**config.mk**
```make
export PLATFORM = sky130hd
export DESIGN_NAME = clkpin_sel
export DESIGN_NICKNAME = d
export VERILOG_FILES = /design/src/rtl/clkpin_pkg.sv /design/src/rtl/clkpin_regs.sv /design/src/rtl/clkpin_div.sv /design/src/rtl/clkpin_mux.sv /design/src/rtl/clkpin_sel.sv
export SDC_FILE = /design/constraint.sdc
export NUM_CORES = 1
export LEC_CHECK = 0
export BUFFER_PORTS_ARGS = -buffer_cell sky130_fd_sc_hd__buf_4
export CAP_MARGIN = 20
export CORE_MARGIN = 2
export CORE_UTILIZATION = 43
export DETAILED_ROUTE_END_ITERATION = 10
export PLACE_DENSITY = 0.76
export SETUP_SLACK_MARGIN = 0.15
export SLEW_MARGIN = 0
export SYNTH_ARGS = -nofsm -noshare
export SYNTH_HDL_FRONTEND = slang
export SYNTH_HIERARCHICAL = 1
export SYNTH_SLANG_ARGS = --single-unit
```
**constraint.sdc**
```tcl
create_clock -name clk_i -period 2.2 [get_ports clk_i]
set_clock_uncertainty 0.15 [all_clocks]
set_input_delay 0.11 -clock clk_i [delete_from_list [all_inputs] [get_ports clk_i]]
set_output_delay 0.11 -clock clk_i [all_outputs]
set_load 0.02 [all_outputs]
```
**src/rtl/clkpin_pkg.sv**
```systemverilog
package clkpin_pkg;
    localparam int FREQ_W = 3;
    localparam int REG_W  = 8;

    typedef enum logic [1:0] {
        FN_DIV  = 2'b00,
        FN_PA_N = 2'b01,
        FN_SER  = 2'b10,
        FN_GPIO = 2'b11
    } pin_fn_e;

    typedef struct packed {
        pin_fn_e           fn;
        logic              irq_en;
        logic [FREQ_W-1:0] freq;
        logic              pend;
    } ctl_s;
endpackage

```
**src/rtl/clkpin_regs.sv**
```systemverilog
module clkpin_regs
    import clkpin_pkg::*;
(
    input  logic              clk_i,
    input  logic              rst_ni,
    input  logic              wr_en_i,
    input  logic [REG_W-1:0]  wr_data_i,
    input  logic              xtal_ok_i,
    output pin_fn_e           fn_o,
    output logic [FREQ_W-1:0] freq_o,
    output logic [REG_W-1:0]  rd_data_o,
    output logic              irq_o
);
    localparam logic [FREQ_W-1:0] FREQ_RST = FREQ_W'(4);

    ctl_s ctl_d, ctl_q;

    always_comb begin
        ctl_d = ctl_q;
        if (ctl_q.irq_en && xtal_ok_i) begin
            ctl_d.pend = 1'b1;
        end
        if (wr_en_i) begin
            ctl_d.fn     = pin_fn_e'(wr_data_i[7:6]);
            ctl_d.irq_en = wr_data_i[5];
            ctl_d.freq   = wr_data_i[FREQ_W-1:0];
            if (!wr_data_i[5]) begin
                ctl_d.pend = 1'b0;
            end
        end
    end

    always_ff @(posedge clk_i or negedge rst_ni) begin
        if (!rst_ni) begin
            ctl_q <= '{fn: FN_DIV, irq_en: 1'b0, freq: FREQ_RST, pend: 1'b0};
        end else begin
            ctl_q <= ctl_d;
        end
    end

    assign fn_o      = ctl_q.fn;
    assign freq_o    = ctl_q.freq;
    assign irq_o     = ctl_q.pend;
    assign rd_data_o = {ctl_q.fn, ctl_q.irq_en, 2'b00, ctl_q.freq};
endmodule

```
**src/rtl/clkpin_div.sv**
```systemverilog
module clkpin_div
    import clkpin_pkg::*;
#(
    parameter int STAGES = 4
) (
    input  logic              clk_i,
    input  logic              rst_ni,
    input  logic [FREQ_W-1:0] freq_i,
    output logic              div_o
);
    logic [STAGES-1:0] cnt_d, cnt_q;
    logic [STAGES:0]   tap;

    assign tap[0] = clk_i;

    for (genvar k = 1; k <= STAGES; k++) begin : g_tap
        assign tap[k] = cnt_q[k-1];
    end

    always_comb begin
        cnt_d = cnt_q + STAGES'(1);
    end

    always_ff @(posedge clk_i or negedge rst_ni) begin
        if (!rst_ni) begin
            cnt_q <= '0;
        end else begin
            cnt_q <= cnt_d;
        end
    end

    always_comb begin
        div_o = 1'b0;
        for (int k = 0; k <= STAGES; k++) begin
            if (int'(freq_i) == k) begin
                div_o = tap[k];
            end
        end
    end
endmodule

```
**src/rtl/clkpin_mux.sv**
```systemverilog
module clkpin_mux
    import clkpin_pkg::*;
(
    input  pin_fn_e fn_i,
    input  logic    div_i,
    input  logic    pa_on_i,
    input  logic    ser_data_i,
    input  logic    ser_clk_i,
    input  logic    gpio_lvl_i,
    input  logic    spi3w_i,
    output logic    pin_o,
    output logic    miso_clk_o,
    output logic    miso_clk_en_o
);
    always_comb begin
        miso_clk_o    = 1'b0;
        miso_clk_en_o = 1'b0;
        unique case (fn_i)
            FN_DIV:  pin_o = div_i;
            FN_PA_N: pin_o = ~pa_on_i;
            FN_SER: begin
                pin_o         = ser_data_i;
                miso_clk_en_o = spi3w_i;
                miso_clk_o    = spi3w_i & ser_clk_i;
            end
            default: pin_o = gpio_lvl_i;
        endcase
    end
endmodule

```
**src/rtl/clkpin_sel.sv**
```systemverilog
module clkpin_sel
    import clkpin_pkg::*;
#(
    parameter int DIV_STAGES = 4
) (
    input  logic       clk_i,
    input  logic       rst_ni,
    input  logic       wr_en_i,
    input  logic [7:0] wr_data_i,
    output logic [7:0] rd_data_o,
    input  logic       pa_on_i,
    input  logic       ser_data_i,
    input  logic       ser_clk_i,
    input  logic       gpio_lvl_i,
    input  logic       spi3w_i,
    input  logic       xtal_ok_i,
    output logic       pin_o,
    output logic       miso_clk_o,
    output logic       miso_clk_en_o,
    output logic       irq_o
);
    pin_fn_e           fn;
    logic [FREQ_W-1:0] freq;
    logic              div;

    clkpin_regs u_regs (
        .clk_i     (clk_i),
        .rst_ni    (rst_ni),
        .wr_en_i   (wr_en_i),
        .wr_data_i (wr_data_i),
        .xtal_ok_i (xtal_ok_i),
        .fn_o      (fn),
        .freq_o    (freq),
        .rd_data_o (rd_data_o),
        .irq_o     (irq_o)
    );

    clkpin_div #(.STAGES(DIV_STAGES)) u_div (
        .clk_i  (clk_i),
        .rst_ni (rst_ni),
        .freq_i (freq),
        .div_o  (div)
    );

    clkpin_mux u_mux (
        .fn_i          (fn),
        .div_i         (div),
        .pa_on_i       (pa_on_i),
        .ser_data_i    (ser_data_i),
        .ser_clk_i     (ser_clk_i),
        .gpio_lvl_i    (gpio_lvl_i),
        .spi3w_i       (spi3w_i),
        .pin_o         (pin_o),
        .miso_clk_o    (miso_clk_o),
        .miso_clk_en_o (miso_clk_en_o)
    );
endmodule

```
After elaboration in Yosys (flattened, before gate mapping)

Index checks and enable logic that the tools add are counted.

Input port bits: 17
Bits in registers: 11
Logic and storage cells: 28

Bitwise logic cells: 2
Reduce and logical (&&, ||, !) cells: 3
Add/sub/neg operators: 1
Equal/unequal tests: 6
Muxes and demuxes: 11

Operators by type and width:

| kind                                                            | count |
|---|---|
| 1-bit 2-to-1 mux                                                | 10 |
| 3-bit == test, second input constant                            | 3 |
| 4-bit by 1-bit adder with 4-bit output, second input constant   | 1 |
| 3-bit by 2-bit == test with 1-bit output, second input constant | 1 |
| 3-bit logical NOT                                               | 1 |
| 1-bit case mux with 3 select lines                              | 1 |
| 2-bit by 1-bit == test with 1-bit output, second input constant | 1 |
| 2-bit == test, second input constant                            | 1 |
| 2-bit logical NOT                                               | 1 |
| 1-bit bitwise AND                                               | 1 |
| 1-bit logical AND                                               | 1 |
| 1-bit NOT                                                       | 1 |

Longest topological paths before layout

Gate-level depths: netlist of the first run.

Depth in word-level cells: 7
Gate-level depth with buffers: 4
Mapped depth without buffers: 4

By module

Netlist of the first run, hierarchy kept.

By module, submodules not included:

| module      | seq. area each (µm²) | area each (µm²) | cells an instance | times used |
|---|---|---|---|---|
| clkpin_regs | 176.4                | 347.8           | 25                | 1 |
| clkpin_div  | 100.1                | 186.4           | 16                | 1 |
| clkpin_mux  | 0.0                  | 42.5            | 4                 | 1 |

==> reports/qor.csv, run 1 <==
metric;value;unit
leakage;0.000507;uW
crit path cell chain;buf_6, buf_6, mux2i_1, nor3_1, or3_1, mux4_2, buf_6;
DRT iter0 DRCs;5;
critical path's largest stage delay;0.47;ns
Hold Crit Class;primary input to async pin;
I/O Buffers;24;
worst-skew pair later-pin latency;0.38;ns
Sw Share;0.267;
setup violators final;3;
vias in the first global route;519;
CORE AREA;1270;um^2
die width;40.6;um
most frequent CP cell;buf_6;
Combinational Power Share;0.226;
Post-Route WL;1440;um
Reg power frac;0.348;
PnR worst setup slack;-0.456;ns
wire per inst;13.9;um
CTS clk-pin slew, worst paths;0.08;ns
worst-path fanout max;2;
R2R Path End;u_regs/freq_o[1];
Pint;488;uW
P per Cell Area;683;nW/um^2
crit path kind;clock port to primary output;
Post-Synthesis Cells;45;
via count;493;
pin count of the biggest net entering global routing;11;
Die Span Y;40.6;um
Clk pwr share;0.426;
all-layer global routing usage;0.232;
failing checks;negative setup slack;
routed vias/inst;4.74;
DRT Pass-1 Iters;2;
Worst Setup End Kind;primary output;
synth warn;6;
max cap viols;0;
CP Launch Type;clock port;
worst IR drop on VDD;530;uV
io pins;29;
Fill cells;77;
global-route wire length before repair;2190;um
total power;666;uW
die area;1650;um^2
initial antenna violation count;0;
final core utilization;0.768;
Final ANT Viol Nets;0;
Remaining DRCs;0;
R2R depth;4;
mapped cell area;577;um^2
routability cong.;0.714;
RSZ-0062 raised after global routing;true;
syn_area_per_cell;12.8;um^2
Distinct cells, synth;20;
Post-DP Area;716;um^2
status;finished with violations;
critical path arrival;2.40;ns
Req. time, crit path;1.94;ns
setup slack, reg-to-reg;0.40;ns
layout cells sized above 1;0.494;
Congestion Overflow GR;0;
Hold Vio Cnt, Final;0;
Hold Slack;0.0601;ns
final slew viol count;0;
#FFs+latches synth;11;
post-route cell area;975;um^2
ANT cells;0;
CTS tree;built;
Seq/Total Area, Yosys;0.479;
Area Overhead vs Synth;69.0;%
Setup TNS;-0.456;ns
nets;108;
Initial Util;0.455;
switching power total;178;uW
CP max-delay cell;mux4_2;
start of the worst register-to-register path;u_regs/freq_o[1];
row cnt;13;
## cell type report
cell class | instances | area, um^2 | share of cell area
sequential | 11 | 277 | 0.284
timing repair buffer | 43 | 367 | 0.376
tap | 15 | 18.8 | 0.0193
multi-input combinational | 24 | 234 | 0.240
inverter | 3 | 11.3 | 0.0116
clock buffer | 8 | 67.6 | 0.0693
## power groups by stage
stage / registers, uW / logic, uW / clock network [uW]
after global routing: 234 / 160 / 304
after floorplan: 239 / 64.2 / 22.1
after global placement: 236 / 99.2 / 27.0
after CTS: 231 / 142 / 255
after detailed placement: 236 / 101 / 27.0
final: 232 / 150 / 284
## through the flow
step                std cells  worst slack (ns)
floorplan                  46            -0.127
global placement           77            -0.206
detailed placement         77            -0.206
CTS                       103            -0.528
global route              104            -0.504
finish                    104            -0.456
## worst max-delay path, delay by kind of cell
| kind | cells | cell delay [ns] |
|---|---|---|
| mux | 2 | 0.59 |
| simple gates | 2 | 0.37 |
| buf+inv | 3 | 0.34 |
## Yosys cell counts
| master | count | area (um^2) |
|---|---|---|
| a21oi_1 | 2 | 10.0 |
| and2_1 | 1 | 6.26 |
| and3b_2 | 1 | 10.0 |
| buf_4 | 7 | 52.6 |
| buf_6 | 1 | 11.3 |
| conb_1 | 1 | 3.75 |
| dfrtp_1 | 10 | 250 |
| dfstp_2 | 1 | 26.3 |
| ha_1 | 1 | 12.5 |
| inv_1 | 3 | 11.3 |
| mux2_4 | 6 | 90.1 |
| mux2i_1 | 2 | 20.0 |
| mux4_2 | 1 | 22.5 |
| nand2_1 | 1 | 3.75 |
| nand3_1 | 1 | 5.00 |
| nor3_1 | 2 | 10.0 |
| nor3b_1 | 1 | 7.51 |
| or3_1 | 1 | 6.26 |
| xnor2_1 | 1 | 8.76 |
| xor2_1 | 1 | 8.76 |
## routing by layer
metal,vias up,GRT usage,share of wire
met4,0,0.242,0.030
met3,6,0.103,0.057
met2,22,0.302,0.52
li1,228,-,-
met1,237,0.268,0.39
met5,-,0,0
## logic make-up (layout without fill, tap and decap cells)
family | after synthesis | in the layout | synth area share
buf+inv | 11 | 54 | 0.130
simple gates | 8 | 8 | 0.0846
flops | 11 | 11 | 0.479
compound gates | 2 | 2 | 0.0174
mux | 9 | 9 | 0.230
xor+xnor | 2 | 2 | 0.0304
other cells | 1 | 2 | 0.00650
fa+ha+maj | 1 | 1 | 0.0217
## state kept, by name (all words and copies together) (netlist names)
name	flops
u_regs/irq_o	1
u_regs/rd_data_o	1
u_div/cnt_q	4
u_regs/fn_o	2
u_regs/freq_o	3
## cell usage in the layout, fill, tap and decap left out, drive strengths merged, types with 2 or more instances in the layout
cell | Yosys | final
clkbuf | 0 | 5
buf | 8 | 30
dfrtp | 10 | 10
a21oi | 2 | 2
mux2 | 6 | 6
mux2i | 2 | 2
dlygate4sd3 | 0 | 16
nor3 | 2 | 2
inv | 3 | 3
conb | 1 | 2
## what timing repair did
item | 4_1_cts | 5_1_grt
setup buffers | 3 | 1
gates resized for setup | 1 | 6
pin swaps | 1 | 0
endpoints found under the setup margin | 5 | 5
hold endpoints to repair | 18 | 0
hold buffers | 16 | 0
## how the worst max path moves through the flow
stage               startpoint     to  cells past startpoint
finish                   clk_i  pin_o                      7
floorplan                clk_i  pin_o                      4
CTS                      clk_i  pin_o                      7
detailed placement       clk_i  pin_o                      5
global placement         clk_i  pin_o                      5
global route             clk_i  pin_o                      7
Power figures use the tool's default switching activity.
==> run 2, diff against run 1 <==
- CORE_AREA: unset -> 2 2 39 41
- CORE_MARGIN: 2 -> unset
- CORE_UTILIZATION: 43 -> unset
- CTS_BUF_LIST: unset -> sky130_fd_sc_hd__clkbuf_2
- DIE_AREA: unset -> 0 0 41 43
==> reports/qor.csv, run 2 (synthesized netlist as in run 1, its figures left out) <==
metric;value;unit;change
ANT cells;0;;unchanged
final slew viol count;0;;unchanged
DRT iter0 DRCs;7;;+2
CORE AREA;1380;um^2;+9.1%
CP max-delay cell;mux4_2;;
detailed placement HPWL;784;um;
commonest non-fill, non-tap cell in the layout;buf_4;;
most frequent CP cell;clkbuf_2;;
crit path kind;clock port to primary output;;
switching power total;183;uW;+3.0%
DRT Pass-1 Iters;5;;+3
setup violators final;3;;unchanged
io pins;29;;unchanged
Final ANT Viol Nets;0;;unchanged
critical path arrival;2.41;ns;about the same
worst-path fanout max;2;;unchanged
leakage;0.000503;uW;-0.70%
wire per inst;15.8;um;+14%
Hold Crit Class;primary input to async pin;;
worst IR drop on VDD;555;uV;+4.6%
Req. time, crit path;1.94;ns;about the same
via count;500;;+1.4%
Worst Setup End Kind;primary output;;
max reg flops;4;;unchanged
Hold Slack;0.0927;ns;+0.0326 ns
pin count of the biggest net entering global routing;11;;unchanged
Congestion Overflow GR;0;;unchanged
P per Cell Area;624;nW/um^2;-8.6%
PnR worst setup slack;-0.468;ns;-0.0126 ns
CTS clk-pin slew, worst paths;0.12;ns;+0.04 ns
RSZ-0062 raised after global routing;true;;
failing checks;negative setup slack;;
Sw Share;0.310;;+0.0428
initial antenna violation count;0;;unchanged
crit path cell chain;clkbuf_2, clkbuf_2, mux2i_1, nor3_1, or3_1, mux4_2, buf_6;;
Initial Util;0.417;;-0.0378
routed vias/inst;4.76;;+0.45%
Reg power frac;0.395;;+0.047
worst-skew pair later-pin latency;0.35;ns;-0.03 ns
Area Overhead vs Synth;64.2;%;
die width;41;um;+0.92%
nets;108;;unchanged
routability cong.;0.654;;-8.3%
global-route wire length before repair;2380;um;+8.5%
dpl ws;-0.207;ns;-0.000445 ns
die area;1760;um^2;+6.8%
Post-Route WL;1650;um;+15%
Die Span Y;43;um;+5.8%
max cap viols;0;;unchanged
all-layer global routing usage;0.217;;-0.0153
vias in the first global route;558;;+7.5%
Setup TNS;-0.468;ns;-0.0126 ns
status;finished with violations;;
largest register by flop count;u_div/cnt_q;;
row cnt;14;;+1
Pint;408;uW;-16%
I/O Buffers;24;;unchanged
critical path's largest stage delay;0.49;ns;+0.02 ns
CTS tree;built;;
Remaining DRCs;0;;unchanged
layout cells sized above 1;0.506;;+0.0112
Hold Vio Cnt, Final;0;;unchanged
CP Launch Type;clock port;;
most frequent cells in the layout;buf_4 (27), dlygate4sd3_1 (15), dfrtp_1 (10);;
Combinational Power Share;0.257;;+0.031
Clk pwr share;0.349;;-0.077
run 2: area by class of cell:
cell class                 instances  area (um^2)
timing repair buffer              43          364
fill                             112          437
clock inverter                     1         5.00
multi-input combinational         24          229
clock buffer                       7         41.3
inverter                           3         11.3
sequential                        11          277
tap                               16         20.0
run 2: routing by layer:
metal | GRT usage | share of wire | vias up
li1 | - | - | 229
met1 | 0.215 | 0.34 | 250
met2 | 0.372 | 0.59 | 15
met3 | 0.0471 | 0.027 | 6
met4 | 0.140 | 0.034 | 0
met5 | 0 | 0 | -
run 2: repair_timing:
action / 4_1_cts / 5_1_grt
hold buffers: 15 / 0
gates resized for setup: 1 / 1
hold endpoints to repair: 18 / 0
buffers inserted: 3 / 2
setup endpoints to repair: 5 / 5
cloned: 0 / 0
run 2: power groups by stage:
stage	sequential, uW	combinational, uW	clock [uW]
after floorplan	239	64.2	22.1
after global placement	236	99.3	27.0
after detailed placement	237	102	27.0
after CTS	232	141	206
after global routing	236	160	223
final	233	152	206
run 2: worst paths after layout:
path	to	from	slack, ns	cells after the start
max	pin_o	clk_i	-0.47	7
min	u_regs/freq_o[2]	rst_ni	0.09	2
max reg2reg	u_regs/freq_o[1]	u_regs/freq_o[1]	0.51	3
min reg2reg	u_div/cnt_q[3]	u_div/cnt_q[3]	0.33	1
max in group asynchronous	u_div/cnt_q[3]	rst_ni	0.92	3
min in group clk_i	u_div/cnt_q[3]	u_div/cnt_q[3]	0.33	1
run 2: stage by stage:
stage,instances,cell area (um^2),utilization,power (uW)
floorplan,46,581,-,325
global placement,78,717,0.518,362
detailed placement,78,717,0.518,365
CTS,103,928,0.671,579
global route,105,947,0.684,619
finish,105,947,0.684,591
run 2: critical path: cells and delay by family:
family / cells / cell delay [ns]
AND/OR/NAND/NOR: 2 / 0.36
multiplexers: 2 / 0.61
buffers and inverters: 3 / 0.32
==> run 3, diff against run 2 <==
- CORE_AREA: 2 2 39 41 -> unset
- CORE_MARGIN: unset -> 2
- CORE_UTILIZATION: unset -> 40
- DIE_AREA: 0 0 41 43 -> unset
- GPL_ROUTABILITY_DRIVEN: unset -> 0
- PLACE_DENSITY: 0.76 -> 0.72
==> reports/qor.csv, run 3 (synthesized netlist as in run 1, its figures left out) <==
metric;value;unit;change
Reg power frac;0.392;;-0.003
I/O Buffers;24;;unchanged
layout cells sized above 1;0.511;;+0.00549
CP Launch Type;clock port;;
all-layer global routing usage;0.178;;-0.0386
CP max-delay cell;mux4_2;;
Pint;420;uW;+3.0%
final slew viol count;0;;unchanged
switching power total;171;uW;-6.9%
ANT cells;0;;unchanged
max cap viols;0;;unchanged
leakage;0.000512;uW;+1.7%
worst-path fanout max;2;;unchanged
max reg flops;4;;unchanged
commonest non-fill, non-tap cell in the layout;buf_4;;
DRT iter0 DRCs;15;;+8
Hold Crit Class;primary input to async pin;;
via count;482;;-3.6%
CORE AREA;1320;um^2;-4.8%
most frequent CP cell;clkbuf_2;;
Post-Route WL;1370;um;-17%
Final ANT Viol Nets;0;;unchanged
Req. time, crit path;1.94;ns;about the same
critical path's largest stage delay;0.47;ns;-0.02 ns
start of the worst register-to-register path;u_regs/freq_o[1];;
Initial Util;0.438;;+0.0210
global-route wire length before repair;2280;um;-4.3%
nets;109;;+0.93%
Clk pwr share;0.344;;-0.005
detailed placement HPWL;763;um;-2.7%
critical path arrival;2.40;ns;about the same
routed vias/inst;4.59;;-3.6%
Remaining DRCs;0;;unchanged
setup slack, reg-to-reg;0.35;ns;-0.16 ns
GR met3 Demand/Resource;0.0948;;+0.0477
wire per inst;13.0;um;-17%
PnR worst setup slack;-0.464;ns;+0.00362 ns
GRT busiest layer;met2;;
R2R Path End;u_regs/freq_o[1];;
dpl ws;-0.207;ns;-0.0000400 ns
Combinational Power Share;0.263;;+0.006
vias in the first global route;561;;+0.54%
CTS tree;built;;
io pins;29;;unchanged
crit path cell chain;clkbuf_2, clkbuf_2, mux2i_1, nor3_1, or3_1, mux4_2, buf_6;;
die width;42.0;um;+2.4%
row cnt;13;;-1
Area Overhead vs Synth;67.9;%;
post-route cell area;968;um^2;+2.2%
Congestion Overflow GR;0;;unchanged
setup violators final;3;;unchanged
status;finished with violations;;
most frequent cells in the layout;buf_4 (25), dlygate4sd3_1 (16), dfrtp_1 (10);;
RSZ-0062 raised after global routing;true;;
worst-skew pair later-pin latency;0.35;ns;about the same
Sw Share;0.289;;-0.0210
P per Cell Area;610;nW/um^2;-2.3%
largest register by flop count;u_div/cnt_q;;
CTS clk-pin slew, worst paths;0.11;ns;about the same
total power;591;uW;about the same
pin count of the biggest net entering global routing;11;;unchanged
Worst Setup End Kind;primary output;;
Hold Vio Cnt, Final;0;;unchanged
Post-DP Area;716;um^2;-0.17%
initial antenna violation count;0;;unchanged
DRT Pass-1 Iters;4;;-1
R2R depth;5;;+2
M2 GR Usage;0.309;;-0.0625
crit path kind;clock port to primary output;;
routing usage on met1;0.179;;-0.0358
failing checks;negative setup slack;;
Die Span Y;42.0;um;-2.4%
die area;1760;um^2;about the same
worst IR drop on VDD;447;uV;-19%
Hold Slack;0.0910;ns;-0.00164 ns
-- run 3: changes by cell type in the layout (fill, tap and decap cells not counted) --
cell,before,now
buf_4,27,25
buf_6,2,4
clkbuf_2,6,7
clkinv_2,1,0
dlygate4sd3_1,15,16
nor3b_1,1,0
nor3b_2,0,1
-- run 3: routing by layer --
metal | vias to the layer above | share of wire
met3 | 2 | 0.075
met2 | 26 | 0.52
met5 | - | 0
li1 | 230 | -
met4 | 0 | 0.012
met1 | 224 | 0.39
-- run 3: stage by stage --
step	utilization	TNS [ns]	cells
global route	0.735	-0.531	105
detailed placement	0.543	-0.207	77
global placement	0.543	-0.206	77
finish	0.735	-0.464	105
CTS	0.715	-0.467	102
floorplan	-	-0.127	46
-- run 3: power by group through the flow --
stage,sequential [uW],combinational [uW],clock [uW]
after floorplan,239,64.2,22.1
after global placement,236,99.0,27.0
final,232,156,203
after detailed placement,237,101,27.0
after global routing,234,165,228
after CTS,232,144,207
-- run 3: worst max-delay path by stage --
stage / start / end / slack, ns / depth (start not counted)
after floorplan: clk_i / pin_o / -0.13 / 4
after global placement: clk_i / pin_o / -0.21 / 5
after detailed placement: clk_i / pin_o / -0.21 / 5
after CTS: clk_i / pin_o / -0.47 / 7
after global routing: clk_i / pin_o / -0.53 / 7
final: clk_i / pin_o / -0.46 / 7
-- run 3: area by class of cell --
type / count / area, um^2
flip-flops and latches: 11 / 277
well taps: 15 / 18.8
repair buffers: 44 / 382
clock buffers: 8 / 46.3
inverters: 3 / 11.3
fillers: 79 / 349
multi-input cells: 24 / 234
-- run 3: repair_timing --
item | CTS | global route
buffers inserted | 2 | 3
endpoints found under the hold margin | 18 | 0
resized for setup | 4 | 1
endpoints found under the setup margin | 4 | 5
hold buffers | 16 | 0
-- run 3: worst max-delay path, delay by kind of cell --
family / cells / cell delay (ns)
AND/OR/NAND/NOR: 2 / 0.38
multiplexers: 2 / 0.60
buffers and inverters: 3 / 0.33
